**config.mk**
```make
export PLATFORM = sky130hd
export DESIGN_NAME = inl_cubic_corr
export DESIGN_NICKNAME = d
export VERILOG_FILES = /design/src/rtl/inl_corr_pkg.sv /design/src/rtl/inl_coef_bank.sv /design/src/rtl/inl_horner_stage.sv /design/src/rtl/inl_round_sat.sv /design/src/rtl/inl_cubic_corr.sv
export SDC_FILE = /design/constraint.sdc
export NUM_CORES = 2
export LEC_CHECK = 0
export CORE_UTILIZATION = 48
export CTS_BUF_LIST = sky130_fd_sc_hd__clkbuf_16
export DETAILED_ROUTE_END_ITERATION = 16
export GPL_ROUTABILITY_DRIVEN = 1
export GPL_TIMING_DRIVEN = 0
export PLACE_DENSITY_LB_ADDON = 0.12
export SYNTH_ARGS = -nofsm -noshare
export SYNTH_HDL_FRONTEND = slang
export SYNTH_SLANG_ARGS = --single-unit
```
**constraint.sdc**
```tcl
create_clock -name clk -period 15.18 [get_ports clk]
set_input_delay 4.554 -clock clk [delete_from_list [all_inputs] [get_ports clk]]
set_output_delay 4.554 -clock clk [all_outputs]
set_load 0.005 [all_outputs]
```
**src/rtl/inl_corr_pkg.sv**
```systemverilog
package inl_corr_pkg;

    localparam int unsigned DEF_CODE_W = 14;
    localparam int unsigned DEF_COEF_W = 18;
    localparam int unsigned DEF_FRAC_W = 8;
    localparam int unsigned DEF_CORR_W = 6;
    localparam int unsigned NUM_COEF   = 4;

    // Index of a coefficient on the write port.
    typedef enum logic [1:0] {
        SEL_B0 = 2'd0,
        SEL_B1 = 2'd1,
        SEL_B2 = 2'd2,
        SEL_B3 = 2'd3
    } coef_sel_e;

    // Outcome of the final range check.
    typedef enum logic [1:0] {
        CLIP_NONE = 2'd0,
        CLIP_HIGH = 2'd1,
        CLIP_LOW  = 2'd2
    } clip_e;

    // Accumulator headroom: |acc| < 4 * 2^(COEF_W-1) because |u| < 1.
    function automatic int unsigned acc_width(input int unsigned coef_w);
        return coef_w + 3;
    endfunction

endpackage

```
**src/rtl/inl_coef_bank.sv**
```systemverilog
module inl_coef_bank
    import inl_corr_pkg::*;
#(
    parameter int unsigned COEF_W = DEF_COEF_W
) (
    input  logic                           clk,
    input  logic                           rst,
    input  logic                           wr_en,
    input  logic [1:0]                     wr_sel,
    input  logic [COEF_W-1:0]              wr_data,
    input  logic                           commit,
    output logic [NUM_COEF-1:0][COEF_W-1:0] active
);

    logic [NUM_COEF-1:0][COEF_W-1:0] shadow;
    coef_sel_e                       sel_e;

    assign sel_e = coef_sel_e'(wr_sel);

    for (genvar k = 0; k < NUM_COEF; k++) begin : g_slot
        // Shadow slot: written by the configuration port.
        always_ff @(posedge clk) begin
            if (rst) begin
                shadow[k] <= '0;
            end else if (wr_en && (sel_e == coef_sel_e'(k))) begin
                shadow[k] <= wr_data;
            end
        end

        // Active slot: all four update on the same edge, from the
        // shadow value held before any same-cycle write.
        always_ff @(posedge clk) begin
            if (rst) begin
                active[k] <= '0;
            end else if (commit) begin
                active[k] <= shadow[k];
            end
        end
    end

endmodule

```
**src/rtl/inl_horner_stage.sv**
```systemverilog
module inl_horner_stage
    import inl_corr_pkg::*;
#(
    parameter int unsigned CODE_W = DEF_CODE_W,
    parameter int unsigned COEF_W = DEF_COEF_W,
    parameter int unsigned ACC_W  = acc_width(DEF_COEF_W),
    parameter int unsigned KIDX   = 0
) (
    input  logic                            clk,
    input  logic                            rst,
    input  logic                            adv,
    input  logic                            in_v,
    input  logic [CODE_W-1:0]               in_code,
    input  logic signed [ACC_W-1:0]         in_acc,
    input  logic [NUM_COEF-1:0][COEF_W-1:0] in_co,
    output logic                            out_v,
    output logic [CODE_W-1:0]               out_code,
    output logic signed [ACC_W-1:0]         out_acc,
    output logic [NUM_COEF-1:0][COEF_W-1:0] out_co
);

    localparam int unsigned PROD_W = ACC_W + CODE_W + 1;
    localparam int unsigned EXT_W  = ACC_W - COEF_W;

    logic signed [PROD_W-1:0] prod;
    logic signed [PROD_W-1:0] scaled;
    logic signed [ACC_W-1:0]  coef_ext;
    logic signed [ACC_W-1:0]  acc_nxt;

    always_comb begin
        // The code is an unsigned magnitude; a zero MSB keeps it positive.
        prod     = in_acc * $signed({1'b0, in_code});
        scaled   = prod >>> CODE_W;
        coef_ext = {{EXT_W{in_co[KIDX][COEF_W-1]}}, in_co[KIDX]};
        acc_nxt  = $signed(scaled[ACC_W-1:0]) + coef_ext;
    end

    always_ff @(posedge clk) begin
        if (rst) begin
            out_v <= 1'b0;
        end else if (adv) begin
            out_v <= in_v;
        end
    end

    always_ff @(posedge clk) begin
        if (adv) begin
            out_code <= in_code;
            out_acc  <= acc_nxt;
            out_co   <= in_co;
        end
    end

endmodule

```
**src/rtl/inl_round_sat.sv**
```systemverilog
module inl_round_sat
    import inl_corr_pkg::*;
#(
    parameter int unsigned CODE_W = DEF_CODE_W,
    parameter int unsigned ACC_W  = acc_width(DEF_COEF_W),
    parameter int unsigned FRAC_W = DEF_FRAC_W,
    parameter int unsigned CORR_W = DEF_CORR_W
) (
    input  logic                     clk,
    input  logic                     rst,
    input  logic                     adv,
    input  logic                     in_v,
    input  logic [CODE_W-1:0]        in_code,
    input  logic signed [ACC_W-1:0]  in_acc,
    output logic                     out_v,
    output logic [CODE_W-1:0]        out_code,
    output logic signed [CORR_W-1:0] out_corr,
    output clip_e                    clip_o
);

    localparam logic signed [ACC_W-1:0] HALF = ACC_W'(1) << (FRAC_W - 1);
    localparam logic signed [ACC_W-1:0] TOP  = ACC_W'((1 << (CORR_W - 1)) - 1);
    localparam logic signed [ACC_W-1:0] BOT  = ~TOP;

    logic signed [ACC_W-1:0]  biased;
    logic signed [ACC_W-1:0]  q;
    logic signed [CORR_W-1:0] corr_c;

    always_comb begin
        biased = in_acc + HALF;
        q      = biased >>> FRAC_W;
        clip_o = CLIP_NONE;
        corr_c = q[CORR_W-1:0];
        if (q > TOP) begin
            clip_o = CLIP_HIGH;
            corr_c = TOP[CORR_W-1:0];
        end else if (q < BOT) begin
            clip_o = CLIP_LOW;
            corr_c = BOT[CORR_W-1:0];
        end
    end

    always_ff @(posedge clk) begin
        if (rst) begin
            out_v <= 1'b0;
        end else if (adv) begin
            out_v <= in_v;
        end
    end

    always_ff @(posedge clk) begin
        if (adv) begin
            out_code <= in_code;
            out_corr <= corr_c;
        end
    end

endmodule

```
**src/rtl/inl_cubic_corr.sv**
```systemverilog
module inl_cubic_corr
    import inl_corr_pkg::*;
#(
    parameter int unsigned CODE_W = DEF_CODE_W,
    parameter int unsigned COEF_W = DEF_COEF_W,
    parameter int unsigned FRAC_W = DEF_FRAC_W,
    parameter int unsigned CORR_W = DEF_CORR_W
) (
    input  logic                     clk,
    input  logic                     rst,
    input  logic                     cfg_we,
    input  logic [1:0]               cfg_sel,
    input  logic [COEF_W-1:0]        cfg_data,
    input  logic                     cfg_commit,
    input  logic                     in_valid,
    output logic                     in_ready,
    input  logic [CODE_W-1:0]        in_code,
    output logic                     out_valid,
    input  logic                     out_ready,
    output logic [CODE_W-1:0]        out_code,
    output logic signed [CORR_W-1:0] out_corr,
    output logic                     ovf_sticky
);

    localparam int unsigned ACC_W = acc_width(COEF_W);
    localparam int unsigned NST   = NUM_COEF - 1;   // multiply-add stages
    localparam int unsigned EXT_W = ACC_W - COEF_W;

    logic [NUM_COEF-1:0][COEF_W-1:0] act_coef;
    logic                            adv;
    clip_e                           clip_c;

    // Per-boundary pipeline state; index 0 is the input side.
    logic                            sv  [NST+1];
    logic [CODE_W-1:0]               sc  [NST+1];
    logic signed [ACC_W-1:0]         sa  [NST+1];
    logic [NUM_COEF-1:0][COEF_W-1:0] sco [NST+1];

    inl_coef_bank #(
        .COEF_W (COEF_W)
    ) bank_i (
        .clk     (clk),
        .rst     (rst),
        .wr_en   (cfg_we),
        .wr_sel  (cfg_sel),
        .wr_data (cfg_data),
        .commit  (cfg_commit),
        .active  (act_coef)
    );

    // One enable moves the whole pipeline; it stalls only when the
    // output register holds a result nobody has taken.
    assign adv      = !out_valid || out_ready;
    assign in_ready = adv;

    assign sv[0]  = in_valid;
    assign sc[0]  = in_code;
    assign sa[0]  = {{EXT_W{act_coef[NUM_COEF-1][COEF_W-1]}}, act_coef[NUM_COEF-1]};
    assign sco[0] = act_coef;

    for (genvar g = 0; g < NST; g++) begin : g_stage
        inl_horner_stage #(
            .CODE_W (CODE_W),
            .COEF_W (COEF_W),
            .ACC_W  (ACC_W),
            .KIDX   (NST - 1 - g)
        ) stage_i (
            .clk      (clk),
            .rst      (rst),
            .adv      (adv),
            .in_v     (sv[g]),
            .in_code  (sc[g]),
            .in_acc   (sa[g]),
            .in_co    (sco[g]),
            .out_v    (sv[g+1]),
            .out_code (sc[g+1]),
            .out_acc  (sa[g+1]),
            .out_co   (sco[g+1])
        );
    end

    inl_round_sat #(
        .CODE_W (CODE_W),
        .ACC_W  (ACC_W),
        .FRAC_W (FRAC_W),
        .CORR_W (CORR_W)
    ) rsat_i (
        .clk      (clk),
        .rst      (rst),
        .adv      (adv),
        .in_v     (sv[NST]),
        .in_code  (sc[NST]),
        .in_acc   (sa[NST]),
        .out_v    (out_valid),
        .out_code (out_code),
        .out_corr (out_corr),
        .clip_o   (clip_c)
    );

    always_ff @(posedge clk) begin
        if (rst) begin
            ovf_sticky <= 1'b0;
        end else if (adv && sv[NST] && (clip_c != CLIP_NONE)) begin
            ovf_sticky <= 1'b1;
        end
    end

endmodule

```
==> metrics.cfg <==
[run_status]
outcome = complete, no violations

[place]
dp_slack_ps = 1205
post-dp-hpwl_um = 88600
place.gp.congestion = 0.9199
io_buffer_count = 59

[timing]
setup_violations = 0
finalCriticalPeriod_ps = 13350
drv_slew = 0
whs_ps = 414.8
worst_pin_slew_ps = 1028
maxClockFrequency_mhz = 74.93
post-route-period-util_pct = 87.92
hold_viol = 0
slew_headroom_pct = 31.29
fin_ws_ps = 1834
rsz0062_at_grt = no
finalClockSkew_ps = 35.74

[yosys]
ys.warnings.count = 0
synth_cells = 4239
async_flop_share_pct = 0
syn_area_sq_mm = 0.04166
ys_ff_latch = 320
synth_top_area_cell = fa_1
ys.flop_type = edfxtp_1
synth.area.top_cells = fa_1, edfxtp_1, ha_1
avgSynthCellArea_sq_um = 9.827
synth.top_cell.area_share_pct = 37.53
synth_seq_area_share_pct = 19.49
synth_edf_count = 171
syn_nets = 5363
synth_cell_types = 66

[setup_path]
endpoint = g_stage[0].stage_i.out_acc[17]
cp_top_family = adder cells
worstPathArrival_ps = 13720
cpMaxStageDelayCell = clkdlybuf4s50_1
critPathMaxFanout = 10
path_buf_inv = 4
path_common_cell = fa_1
critical_path_class = input port to register
r2r-end = g_stage[2].stage_i.out_acc[20]
r2r_slack_ps = 4740
worstReg2RegStart = g_stage[1].stage_i.out_code[0]
worst_r2r_path_depth = 37
cpPeakStageDelay_ps = 590
crit_path_start_kind = input port
startpoint = in_code[9]
end_kind = register
critical_path_depth = 29
cp.required_ps = 15560

[layout]
final_common_cell = inv_1
layout_common_cells = inv_1, fa_1, nand2_1
syn2layout_area_growth_pct = 8.167
drive_above_1_share_pct = 2.037
final_util_pct = 52.67
finalNetCount = 5464

[detailed_routing]
routed_wl_um = 105600
drtIter0Drc = 1346
vias = 27940
firstDrtPassIters = 5
ant_nets = 0
drc = 0
routed_via_density = 5.064
routedWlPerCell_um = 19.14

[grt]
grt_pass1_wl_um = 167600
grt_usage_pct = 25.35
grt_pass1_vias = 29330
antenna_found_initial = 6
grt_max_degree = 66
grt_overflow = 0

[die]
core_area_sq_mm = 0.08555
die_x_um = 296.6
ioPinCount = 63
num_rows = 107
die_h_um = 296.6
dieArea_sq_mm = 0.08797
start_util_pct = 48.69

[clock_tree]
ctsHoldBuffers = 0
clock-sinks = 320
post_cts_buffers = 0
cts.path.max_buffers = 3
cts_resized = 0
ctsHtreeMaxLevel = 2
clkSlewWorstSetupHoldPaths_ps = 60
clkLatencyLatePin_ps = 600
root_buffer = clkbuf_16
cts_made_buffers = 38
cts_tree = built

[hold_path]
worstHoldStart = g_stage[2].stage_i.out_code[3]
hold_class = register to register

[flow_run]
cap_violations = 0

-- registers in the layout (all words and copies together) (netlist names) --
name,count
bank_i.active,72
bank_i.shadow,72
g_stage.stage_i.out_acc,55
g_stage.stage_i.out_co,54
g_stage.stage_i.out_code,42
g_stage.stage_i.out_v,3
ovf_sticky,1
rsat_i.out_code,14
rsat_i.out_corr,6
rsat_i.out_v,1
-- worst reg2reg max path: cells and delay by family (launching register included) --
| family | cells | cell delay [ps] |
|---|---|---|
| AOI/OAI and AO/OA | 16 | 3350 |
| adders and majority gates | 8 | 3810 |
| DFF | 1 | 490 |
| buffers and inverters | 6 | 870 |
| and+or+nand+nor | 4 | 980 |
| xor gates and xnor gates | 3 | 690 |
-- Yosys cell counts (8+ instances only) --
master,count
nand2_1,513
xor2_1,29
and2_1,487
mux2i_1,74
fa_1,781
o21ai_0,49
ha_1,303
a21boi_0,10
inv_1,837
xnor2_1,92
edfxtp_1,171
and2_2,8
nor2_1,165
dfxtp_1,149
nor3_1,26
and3_1,11
a21o_1,37
nor2b_1,16
a31oi_1,10
nand3_1,23
a211oi_1,12
nand4_1,11
clkbuf_1,166
a21oi_1,136
o21a_1,23
nand2b_1,14
-- through the flow --
stage / TNS, ps / cell area [sq um] / cells
final: 0 / 45060 / 5517
after global placement: -2849 / 43680 / 5442
after CTS: 0 / 45050 / 5514
after floorplan: 0 / 41660 / 4239
after global routing: 0 / 45050 / 5514
after detailed placement: 0 / 43740 / 5444
-- cell type report --
class / count / area (sq um)
diodes: 3 / 7.507
plain buffers: 172 / 649.4
clock buffers: 38 / 950.9
clock inverters: 32 / 362.8
fillers: 7906 / 40490
inverters: 837 / 3142
multi-input cells: 2910 / 29750
flip-flops and latches: 320 / 8118
well taps: 1144 / 1431
repair buffers: 61 / 645.6
-- how the worst min path moves through the flow --
stage          cells past startpoint                      endpoint  slack [ps]
3_3_place_gp                       0           rsat_i.out_code[11]         400
3_5_place_dp                       0            rsat_i.out_code[2]         400
5_1_grt                            0           rsat_i.out_code[11]         420
2_1_floorplan                      0  g_stage[1].stage_i.out_co[0]         400
6_report                           0            rsat_i.out_code[3]         410
4_1_cts                            0            rsat_i.out_code[3]         420
-- per-layer routing --
metal	vias up	track usage, %	routed length (um)
met5	-	0	13
met4	2	7.254	2999
met3	139	3.713	5589
met2	611	41.74	50050
met1	14070	34.85	46950
li1	13120	-	-
-- kinds of logic after synthesis --
logic type	share of synthesized area, %
buffers and inverters	9.092
AO/OA/AOI/OAI	5.082
XOR/XNOR	2.598
flip-flops	19.49
adder cells (fa/ha/maj)	46.63
multiplexers	1.805
AND/OR/NAND/NOR	15.30
Power is left out: the tool's default activity adds up to more than one toggle a clock period on the data nets, which glitch-free logic cannot reach.
